$ cat src/rtl/walk_pkg.sv
// Shared encodings for the page table walker: access kinds, privilege
// codes, entry bit positions and the walk state type.
package walk_pkg;
    localparam logic [1:0] ACC_FETCH = 2'd0;
    localparam logic [1:0] ACC_LOAD  = 2'd1;
    localparam logic [1:0] ACC_STORE = 2'd2;

    localparam logic [1:0] PRIV_U = 2'd0;
    localparam logic [1:0] PRIV_S = 2'd1;
    localparam logic [1:0] PRIV_M = 2'd3;

    localparam int B_V = 0;
    localparam int B_R = 1;
    localparam int B_W = 2;
    localparam int B_X = 3;
    localparam int B_U = 4;
    localparam int B_A = 6;
    localparam int B_D = 7;
    localparam int PTE_PPN_LSB = 10;

    typedef enum logic [2:0] {
        ST_IDLE,
        ST_READ,
        ST_EVAL,
        ST_WRITE,
        ST_DONE
    } walk_state_e;
endpackage

$ cat src/rtl/walk_leaf_check.sv
// Entry classifier. Decides whether an entry is invalid, a pointer, or a
// leaf, and whether that leaf is legal for the access. It also gives the
// updated entry and the granted permissions.
// Assumes the entry page number starts at bit PTE_PPN_LSB and that
// level 0 is the last level.
module walk_leaf_check
    import walk_pkg::*;
#(
    parameter int PTE_W = 32,
    parameter int IDX_W = 10,
    parameter int LVL_W = 1
) (
    input  logic [PTE_W-1:0] pte,
    input  logic [LVL_W-1:0] lvl,
    input  logic [1:0]       acc,
    input  logic [1:0]       priv,
    input  logic             sum,
    input  logic             mxr,
    output logic             invalid,
    output logic             is_ptr,
    output logic             leaf_fault,
    output logic             need_wr,
    output logic             perm_r,
    output logic             perm_w,
    output logic             perm_x,
    output logic [PTE_W-1:0] pte_upd
);
    localparam int PPN_W = PTE_W - PTE_PPN_LSB;

    logic             f_r, f_w, f_x, f_u, f_d;
    logic [PPN_W-1:0] ppn, span_mask;
    logic             rsvd, user_bad, misal, acc_bad;

    // Field extraction
    assign f_r = pte[B_R];
    assign f_w = pte[B_W];
    assign f_x = pte[B_X];
    assign f_u = pte[B_U];
    assign f_d = pte[B_D];
    assign ppn = pte[PTE_W-1:PTE_PPN_LSB];
    assign span_mask = ~({PPN_W{1'b1}} << (IDX_W * int'(lvl)));

    assign invalid = ~pte[B_V];
    assign is_ptr  = pte[B_V] & ~(f_r | f_w | f_x);

    // Leaf legality ladder
    always_comb begin
        rsvd = f_w & ~f_r;
        if (f_u)
            user_bad = (priv != PRIV_U) && (!sum || acc == ACC_FETCH);
        else
            user_bad = (priv == PRIV_U);
        misal = |(ppn & span_mask);
        case (acc)
            ACC_LOAD:  acc_bad = ~(f_r | (f_x & mxr));
            ACC_STORE: acc_bad = ~f_w;
            default:   acc_bad = ~f_x;
        endcase
        leaf_fault = rsvd | user_bad | misal | acc_bad;
    end

    // Accessed/dirty update and granted permissions
    always_comb begin
        pte_upd = pte;
        pte_upd[B_A] = 1'b1;
        if (acc == ACC_STORE) pte_upd[B_D] = 1'b1;
        need_wr = (pte_upd != pte);
        perm_r  = f_r | (f_x & mxr);
        perm_x  = f_x;
        perm_w  = f_w & ((acc == ACC_STORE) | f_d);
    end
endmodule

$ cat src/rtl/walk_addr_gen.sv
// Address former. Builds the byte address of the entry for the current
// level from the table base, and composes the physical address of a leaf,
// filling superpage spans from the virtual page number.
// Assumes page-aligned tables and level 0 as the last level.
module walk_addr_gen #(
    parameter int VA_W      = 32,
    parameter int PPN_W     = 22,
    parameter int PG_SHIFT  = 12,
    parameter int IDX_W     = 10,
    parameter int LVL_W     = 1,
    parameter int PTE_BYTES = 4
) (
    input  logic [VA_W-1:0]           vaddr,
    input  logic [LVL_W-1:0]          lvl,
    input  logic [PPN_W-1:0]          base_ppn,
    input  logic [PPN_W-1:0]          leaf_ppn,
    output logic [PPN_W+PG_SHIFT-1:0] pte_addr,
    output logic [PPN_W+PG_SHIFT-1:0] leaf_paddr
);
    localparam int PA_W   = PPN_W + PG_SHIFT;
    localparam int ENT_SH = $clog2(PTE_BYTES);

    logic [IDX_W-1:0] idx;
    logic [PPN_W-1:0] vpn_ext, span_mask;

    // Index slice for the current level
    assign idx = vaddr[PG_SHIFT + IDX_W * int'(lvl) +: IDX_W];

    // Entry address: table base plus scaled index
    assign pte_addr = {base_ppn, {PG_SHIFT{1'b0}}} + (PA_W'(idx) << ENT_SH);

    // Leaf address with superpage span taken from the virtual page number
    assign vpn_ext    = PPN_W'(vaddr[VA_W-1:PG_SHIFT]);
    assign span_mask  = ~({PPN_W{1'b1}} << (IDX_W * int'(lvl)));
    assign leaf_paddr = {(leaf_ppn & ~span_mask) | (vpn_ext & span_mask),
                         vaddr[PG_SHIFT-1:0]};
endmodule

$ cat src/rtl/vm_walker.sv
// Page table walker top. Accepts one request at a time. It either bypasses
// translation or reads one entry per level, checks the leaf, writes back
// the accessed/dirty bits when needed, and gives a one-cycle response.
// Assumes memory holds mem_rd / mem_wr requests until mem_ack.
module vm_walker
    import walk_pkg::*;
#(
    parameter int PG_SHIFT  = 12,
    parameter int IDX_W     = 10,
    parameter int LEVELS    = 2,
    parameter int PPN_W     = 22,
    parameter int PTE_BYTES = 4,
    localparam int VA_W  = PG_SHIFT + LEVELS * IDX_W,
    localparam int PA_W  = PPN_W + PG_SHIFT,
    localparam int PTE_W = PTE_BYTES * 8
) (
    input  logic             clk,
    input  logic             rst_n,
    input  logic             req_valid,
    output logic             req_ready,
    input  logic [VA_W-1:0]  req_vaddr,
    input  logic [1:0]       req_acc,
    input  logic [1:0]       req_priv,
    input  logic             req_paged,
    input  logic [PPN_W-1:0] root_ppn,
    input  logic             sum,
    input  logic             mxr,
    output logic             mem_rd,
    output logic             mem_wr,
    output logic [PA_W-1:0]  mem_addr,
    output logic [PTE_W-1:0] mem_wdata,
    input  logic             mem_ack,
    input  logic [PTE_W-1:0] mem_rdata,
    output logic             rsp_valid,
    output logic             rsp_fault,
    output logic [PA_W-1:0]  rsp_paddr,
    output logic             rsp_r,
    output logic             rsp_w,
    output logic             rsp_x,
    output logic [1:0]       rsp_acc
);
    localparam int LVL_W = (LEVELS > 1) ? $clog2(LEVELS) : 1;

    walk_state_e      state_q;
    logic [LVL_W-1:0] lvl_q;
    logic [PPN_W-1:0] base_q;
    logic [VA_W-1:0]  vaddr_q;
    logic [1:0]       acc_q, priv_q;
    logic             sum_q, mxr_q;
    logic [PTE_W-1:0] pte_q;
    logic             fault_q, r_q, w_q, x_q;
    logic [PA_W-1:0]  paddr_q;

    logic             e_invalid, e_ptr, e_leaf_fault, e_need_wr;
    logic             e_r, e_w, e_x, walk_fault;
    logic [PTE_W-1:0] e_upd;
    logic [PA_W-1:0]  ent_addr, leaf_pa;

    walk_leaf_check #(.PTE_W(PTE_W), .IDX_W(IDX_W), .LVL_W(LVL_W)) u_check (
        .pte(pte_q), .lvl(lvl_q), .acc(acc_q), .priv(priv_q),
        .sum(sum_q), .mxr(mxr_q),
        .invalid(e_invalid), .is_ptr(e_ptr), .leaf_fault(e_leaf_fault),
        .need_wr(e_need_wr), .perm_r(e_r), .perm_w(e_w), .perm_x(e_x),
        .pte_upd(e_upd)
    );

    walk_addr_gen #(
        .VA_W(VA_W), .PPN_W(PPN_W), .PG_SHIFT(PG_SHIFT), .IDX_W(IDX_W),
        .LVL_W(LVL_W), .PTE_BYTES(PTE_BYTES)
    ) u_addr (
        .vaddr(vaddr_q), .lvl(lvl_q), .base_ppn(base_q),
        .leaf_ppn(pte_q[PTE_W-1:PTE_PPN_LSB]),
        .pte_addr(ent_addr), .leaf_paddr(leaf_pa)
    );

    // Walk ends in a fault: invalid entry, pointer at last level, bad leaf
    assign walk_fault = e_invalid | (e_ptr & (lvl_q == '0))
                      | (~e_ptr & e_leaf_fault);

    // Port drive from state
    assign req_ready = (state_q == ST_IDLE);
    assign mem_rd    = (state_q == ST_READ);
    assign mem_wr    = (state_q == ST_WRITE);
    assign mem_addr  = ent_addr;
    assign mem_wdata = pte_q;
    assign rsp_valid = (state_q == ST_DONE);
    assign rsp_fault = fault_q;
    assign rsp_paddr = paddr_q;
    assign rsp_r     = r_q;
    assign rsp_w     = w_q;
    assign rsp_x     = x_q;
    assign rsp_acc   = acc_q;

    // Walk sequencer
    always_ff @(posedge clk) begin
        if (!rst_n) begin
            state_q <= ST_IDLE;
            lvl_q   <= '0;
            base_q  <= '0;
            vaddr_q <= '0;
            acc_q   <= '0;
            priv_q  <= '0;
            sum_q   <= 1'b0;
            mxr_q   <= 1'b0;
            pte_q   <= '0;
            fault_q <= 1'b0;
            paddr_q <= '0;
            r_q     <= 1'b0;
            w_q     <= 1'b0;
            x_q     <= 1'b0;
        end else begin
            unique case (state_q)
                ST_IDLE: if (req_valid) begin
                    vaddr_q <= req_vaddr;
                    acc_q   <= req_acc;
                    priv_q  <= req_priv;
                    sum_q   <= sum;
                    mxr_q   <= mxr;
                    lvl_q   <= LVL_W'(LEVELS - 1);
                    base_q  <= root_ppn;
                    if (req_priv == PRIV_M || !req_paged) begin
                        fault_q <= 1'b0;
                        paddr_q <= PA_W'(req_vaddr);
                        r_q     <= 1'b1;
                        w_q     <= 1'b1;
                        x_q     <= 1'b1;
                        state_q <= ST_DONE;
                    end else begin
                        state_q <= ST_READ;
                    end
                end
                ST_READ: if (mem_ack) begin
                    pte_q   <= mem_rdata;
                    state_q <= ST_EVAL;
                end
                ST_EVAL: begin
                    if (walk_fault) begin
                        fault_q <= 1'b1;
                        paddr_q <= '0;
                        r_q     <= 1'b0;
                        w_q     <= 1'b0;
                        x_q     <= 1'b0;
                        state_q <= ST_DONE;
                    end else if (e_ptr) begin
                        base_q  <= pte_q[PTE_W-1:PTE_PPN_LSB];
                        lvl_q   <= lvl_q - LVL_W'(1);
                        state_q <= ST_READ;
                    end else begin
                        fault_q <= 1'b0;
                        paddr_q <= leaf_pa;
                        r_q     <= e_r;
                        w_q     <= e_w;
                        x_q     <= e_x;
                        if (e_need_wr) begin
                            pte_q   <= e_upd;
                            state_q <= ST_WRITE;
                        end else begin
                            state_q <= ST_DONE;
                        end
                    end
                end
                ST_WRITE: if (mem_ack) state_q <= ST_DONE;
                ST_DONE:  state_q <= ST_IDLE;
                default:  state_q <= ST_IDLE;
            endcase
        end
    end
endmodule

$ cat config.mk
export PLATFORM = sky130hd
export DESIGN_NAME = vm_walker
export DESIGN_NICKNAME = d
export VERILOG_FILES = /design/src/rtl/walk_pkg.sv /design/src/rtl/walk_leaf_check.sv /design/src/rtl/walk_addr_gen.sv /design/src/rtl/vm_walker.sv
export SDC_FILE = /design/constraint.sdc
export NUM_CORES = 1
export LEC_CHECK = 0
export BUFFER_PORTS_ARGS = -buffer_cell sky130_fd_sc_hd__buf_2
export CORE_AREA = 4 4 114 116
export CTS_BUF_LIST = sky130_fd_sc_hd__clkbuf_8
export DETAILED_ROUTE_END_ITERATION = 12
export DIE_AREA = 0 0 118 120
export PLACE_DENSITY = 0.92
export SETUP_SLACK_MARGIN = 0.3
export SYNTH_ARGS = -nofsm -noshare
export SYNTH_HDL_FRONTEND = slang
export SYNTH_SLANG_ARGS = --single-unit
export TNS_END_PERCENT = 100
$ cat constraint.sdc
create_clock -name clk -period 2.8 [get_ports clk]
set_input_delay 0.14 -clock clk [delete_from_list [all_inputs] [get_ports clk]]
set_output_delay 0.14 -clock clk [all_outputs]
set_load 0.05 [all_outputs]
; ---- Word level (Yosys, flattened, before mapping)
; Index checks and enable logic that the tools add are counted.
; W data, S select, Z words.
[word_totals]
input_bits = 97
out_inout_bits = 110
regBits = 134
elab_cells = 131
[op_classes]
n_shift = 2
n_reduce_logical = 18
n_mux = 45
multipliers = 1
eq_ne = 17
bitwise = 30
n_addsub = 3
[ops]
columns = operator, n
row1 = $mux W34, 4
row2 = $pmux W34 S2, 1
row3 = $mux W22, 3
row4 = $pmux W32 S2, 1
row5 = $and A22 B22 Y22, 2
row6 = $not A22 Y22, 2
row7 = $pmux W22 S2, 1
row8 = $add A34 B12 Y34, 1
row9 = $mux W32, 1
row10 = $shiftx A32 B32 Y10, 1
row11 = $shl A22 B32 Y22 const A, 1
row12 = $mux W8, 3
row13 = $and A20 B22 Y22, 1
row14 = $or A22 B22 Y22, 1
row15 = $reduce_or A22 Y1, 1
row16 = $mux W3, 7
row17 = $mux W1, 17
row18 = $pmux W1 S2, 6
row19 = $pmux W3 S4, 1
row20 = $ne A2 B2 Y1 const B, 5
row21 = $not A1 Y1, 9
row22 = $or A1 B1 Y1, 9
row23 = $reduce_and A4 Y1, 2
row24 = $add A4 B5 Y6 const A, 1
row25 = 20 further kinds, 35

; ---- Longest topological paths before layout
[logic_depth]
depth_word = 11
depth_mapped = 8
mapped_depth_nobuf = 7

; ---- Hierarchy
; Synthesis repeated with hierarchy kept, for this count alone.
[hier_totals]
hier_cells = 816
area_unflattened_um2 = 7156.9
[modules_own_cells]
columns = mod, n_inst, cells_each, area_each_um2, seq_area_each_um2
row1 = vm_walker, 1, 687, 6052.1, 2682.6
row2 = walk_addr_gen, 1, 71, 686.9, 0.0
row3 = walk_leaf_check, 1, 58, 417.9, 0.0

; ---- Least setup slack after synthesis
; Ideal clock, no wire load.
[synth_timing]
kind = flip-flop to flip-flop
start = register state_q[1]
end = register paddr_q[22] (netlist: rsp_paddr[22])
path_buffers = 2
t_arrival_ns = 2.692
setup_ns = 0.117
stages_incl_launch_ff = 8
period_less_slack_ns = 2.809
path_slack_ns = -0.009
required_time_ns = 2.683
path_cell_list = dfxtp_1 -> buf_2 -> nor3_1 -> a32oi_2 -> and2_1 -> a31oi_4 -> buf_6 -> o2bb2ai_2
[synth_via]
elab_chain_len = 3
elab_cells_between_ends = 8
classes_between = eq/ne (4) / mux (1) / reduce/logical (3)
[synth_rtl]
columns = element, line
row1 = "start, declared", vm_walker.sv:44  ; walk_state_e state_q;
row2 = "start signal, assigned", vm_walker.sv:97  ; state_q <= ST_IDLE;
row3 = "start signal, assigned", vm_walker.sv:127  ; state_q <= ST_DONE;
row4 = "start signal, assigned", vm_walker.sv:129  ; state_q <= ST_READ;
row5 = $logic_not A3 Y1 *, --
row6 = net req_ready, vm_walker.sv:20  ; output logic req_ready,
row7 = $ne A2 B1 Y1 (no line) (tied with other cells), --
row8 = $reduce_and A4 Y1 (no line), --
row9 = "end signal, assigned", vm_walker.sv:123  ; paddr_q <= PA_W'(req_vaddr);
row10 = "end signal, assigned", vm_walker.sv:150  ; paddr_q <= leaf_pa;
row11 = "end, declared", vm_walker.sv:52  ; logic [PA_W-1:0] paddr_q;
; Mark *: on every way through the listed nets, which the timed path passes. The rest lies on a longest branch.
; A chain may end at the register's enable or synchronous reset.

; ---- Final worst setup path
[layout_timing]
start = register acc_q[0] (netlist: rsp_acc[0])
end = register state_q[1]
[layout_via]
elab_chain_len = 11
elab_cells_between_ends = 18
classes_between = eq/ne (3) / mux (7) / bitwise (5) / reduce/logical (3)
[layout_rtl]
columns = element, line
row1 = "start, declared", vm_walker.sv:48  ; logic [1:0] acc_q, priv_q;
row2 = "start signal, assigned", vm_walker.sv:115  ; acc_q <= req_acc;
row3 = $logic_not A2 Y1, walk_leaf_check.sv:50  ; user_bad = (priv != PRIV_U) && (!sum || acc == ACC_FETCH);
row4 = $logic_or A1 B1 Y1, walk_leaf_check.sv:50
row5 = $logic_and A1 B1 Y1, walk_leaf_check.sv:50
row6 = $mux W1, walk_leaf_check.sv:49  ; if (f_u)
row7 = $or A1 B1 Y1 (3 in series), walk_leaf_check.sv:59  ; leaf_fault = rsvd | user_bad | misal | acc_bad;
row8 = $and A1 B1 Y1, vm_walker.sv:78  ; | (~e_ptr & e_leaf_fault);
row9 = $or A1 B1 Y1, vm_walker.sv:78
row10 = $mux W3 *, vm_walker.sv:137  ; if (walk_fault) begin
row11 = $pmux W3 S4 *, vm_walker.sv:112  ; unique case (state_q)
row12 = "end signal, assigned", vm_walker.sv:134  ; state_q <= ST_EVAL;
row13 = "end signal, assigned", vm_walker.sv:143  ; state_q <= ST_DONE;
row14 = "end signal, assigned", vm_walker.sv:147  ; state_q <= ST_READ;
; Mark *: on every way between the ends. The rest lies on a longest branch, timed or not.

==> impl_results.md <==
- Ant diodes: 0
- Least-Margin Pin Slew: 0.911 ns
- Worst setup path category: reg2reg
- Critical path buffers and inverters: 2
- CTS max path bufs: 2
- DR DRC count: 0
- Worst r2r dst: state_q[1]$_SDFFE_PN0P_
- Post-synthesis mux area share: 3.65%
- Setup_tns: 0 ns
- H-tree levels: 4
- Layout area overhead: 33.1%
- Ports: 207
- Outcome: finished, final reports clean
- Required @ worst endpoint: 3.17 ns
- Critical-path top delay cell: a2111oi_4
- Area contributors post-synth: dfxtp_1 43%, nand2_1 12%, a21boi_0 6.7%
- Max_cap viols: 0
- WL/cell: 18.5 um
- Synth top area share: 43.5%
- Root Driver: clkbuf_8
- Layout Skew: 0.00711 ns
- Total congestion overflow: 0
- Maximum vdd drop: 0.000369 V
- Post-synthesis compound-gate area fraction: 26.7%
- Fmax: 428 MHz
- Synth Area in XOR/XNOR: 0.142%
- DRT antenna net count: 0
- Worst Path Max Fanout: 26
- Overall power: 4720 uW
- Core footprint: 11900 um2
- Hold slack: 0.0440 ns
- CP cell instances: inv_1, ha_1, nand3b_1, o21ai_0, a2111oi_4, buf_4, nand4_1, a21boi_1
- Drt total wl: 20600 um
- Nets: 1057
- Buffers added on ports: 204
- Post-Layout Inst Area: 8210 um2
- Largest net degree at the start of global routing: 66
- Slew HR: 39.0%
- First-pass DRT Iterations: 5
- Post-Syn Area: 6170 um2
- Crit path largest cell delay: 0.44 ns
- Top-count cell post-synth: nand2_1
- Adder-cell area share of the yosys netlist: 0.608%
- Reg2reg start: rsp_acc[0]$_SDFFE_PN0P_
- Worst setup SP type: flop
- Reg2reg path depth: 8
- Fin crit share: 83.4%
- FILL cells: 896
- Critical path depth: 8
- TritonCTS buffer count: 17
- RSZ-0062 raised after global routing: false
- Register area share after synthesis: 43.5%
- Total of warnings raised by yosys: 0
- GR Layer Usage met1: 32.8%
- Synthesized flop and latch total: 134
- Hold Crit Depth: 3
- Post-synth ARST share: 0%
- Vias per cell: 5.75
- Layer with the highest usage: met2
- Static Leak: 0.00383 uW
- Die width: 118 um
- CTS clk-pin slew, worst paths: 0.07 ns
- Placed cell areas: 7140 um2
- Grt met2 use: 48.7%
- Synth top cells by count: 195 x nand2_1, 134 x dfxtp_1, 55 x a21boi_0, 42 x clkbuf_1, 34 x nand3_1
- Share of layout cells above drive strength 1: 29.9%
- CTS tree: done
- Final setup fails: 0
- First-pass GRT wire length: 32600 um
- Post-Synth Simple-Gate Area: 19.0%
- Post-detail-place hpwl: 13000 um
- Largest family of logic cells by synthesized area: compound AO/OA/AOI/OAI gates
- Nature of the critical path endpoint: flop
- Final Wtd Congestion: 0.838
- Initial antenna violation count: 0
- Synth Area per Inst: 8.50 um2
- Rows: 40
- Met3 Use GR: 8.95%
- Primary FF master, synth: dfxtp_1
- Final hold viol count: 0
- Area leader, netlist: dfxtp_1
- Pwr/cell area: 575 nW/um2
- Clock period minus worst slack: 2.33 ns
- Finished Core Util: 68.9%
- Worst reg2reg setup slack: 0.47 ns
- Delay-heaviest family, CP: compound AO/OA/AOI/OAI gates
- Initial Utilization: 51.8%
- Slew Viols, Final: 0
- Die Ht: 120 um
- Worst-Skew Late Latency: 0.44 ns
- Crit. Startpoint: rsp_acc[0]$_SDFFE_PN0P_
- Vias: 6408
- Vias in the first global route: 6267
- Iteration-0 DRC Markers: 680
- Full die area: 14200 um2
- Setup Fix Bufs, Post-CTS: 0
- CTS sink count: 134
- Netlist cell types: 51
- Min-Delay Path Class: in2reg
- Syn Inst Count: 726
- Setup crit end: state_q[1]$_SDFFE_PN0P_
- Gr usage total: 28.6%
- WP data arrival: 2.71 ns
- Post-synth EDFFs: 0
-- worst register-to-register path: cells and delay by family (launching register included) --
kind                     cells  cell delay, ns
adder cells (fa/ha/maj)      1            0.32
AO/OA/AOI/OAI                3            0.77
buffers and inverters        2            0.47
flip-flops                   1            0.37
AND/OR/NAND/NOR              2            0.35
-- repair_timing --
item,CTS,global route
hold buffers,68,0
gates resized for setup,0,0
endpoints found under the hold margin,68,0
-- kinds of logic (layout without fill, tap and decap cells) --
group           Yosys count  in the layout
compound gates          212            212
xor+xnor                  1              1
fa+ha+maj                 3              3
buf+inv                  81            321
flops                   134            134
mux                      20             20
other cells               1              2
simple gates            274            274
-- stage by stage --
step / instances / setup WS [ns]
detailed placement: 1017 / 0.517
finish: 1114 / 0.466
global placement: 1017 / 0.574
floorplan: 727 / 0.384
global route: 1114 / 0.316
CTS: 1114 / 0.503
-- placed cells by master, fill, tap and decap left out, types with 2 or more instances in the layout --
cell type      instances
and2_1                 4
conb_1                 2
a32o_1                 2
a21oi_1               17
buf_2                203
dfxtp_1              134
a31oi_1               13
o21ai_0               28
o211a_1               23
nor3b_1                3
nor2_1                17
bufinv_16              3
nor3_1                 2
and3_1                 2
nor3_2                 3
nand3_1               34
o21a_1                 2
a21boi_0              55
o2bb2ai_2             10
nor4_2                 2
clkbuf_8              20
nand2b_1               2
nand2_1              195
mux2_2                20
buf_4                 16
o21ai_1               11
a21boi_1              25
o221ai_1              13
ha_1                   3
inv_1                 10
dlygate4sd3_1         68
o2bb2ai_1              3
-- worst min path at each step --
| stage | to | from |
|---|---|---|
| 6_report | rsp_acc[1]$_SDFFE_PN0P_ | req_acc[1] |
| 5_1_grt | rsp_acc[1]$_SDFFE_PN0P_ | req_acc[1] |
| 4_1_cts | rsp_acc[1]$_SDFFE_PN0P_ | req_acc[1] |
| 3_5_place_dp | mem_wdata[4]$_SDFFE_PN0P_ | mem_rdata[4] |
| 3_3_place_gp | mem_wdata[26]$_SDFFE_PN0P_ | mem_rdata[26] |
| 2_1_floorplan | mem_wdata[20]$_SDFFE_PN0P_ | mem_rdata[20] |
-- layout make-up --
type / instances / area [um2] / area share (%)
clock buffers: 20 / 275 / 3.35
clock inverters: 9 / 114 / 1.39
inverters: 5 / 18.8 / 0.229
multi-input cells: 512 / 3120 / 38.0
flip-flops and latches: 134 / 2680 / 32.7
well taps: 147 / 184 / 2.24
repair buffers: 287 / 1820 / 22.1
-- routing by layer --
layer	wire length, um	part of all wire, %
met1	8030	39
met2	9970	48
met3	1800	8.7
met4	814	3.9
met5	0	0
-- flip-flops by register name, indices dropped and copies added, names as in the netlist, 2 cells and up --
register   flops
priv_q         2
rsp_paddr     34
rsp_acc        2
base_q        22
mem_wdata     32
state_q        3
vaddr_q       32
-- where the power goes --
part           switching, uW  internal (uW)  total, uW
clock                    706            920       1630
combinational            666            332        999
sequential              78.3           2020       2100
total                   1450           3270       4720
Power figures use the tool's default switching activity.
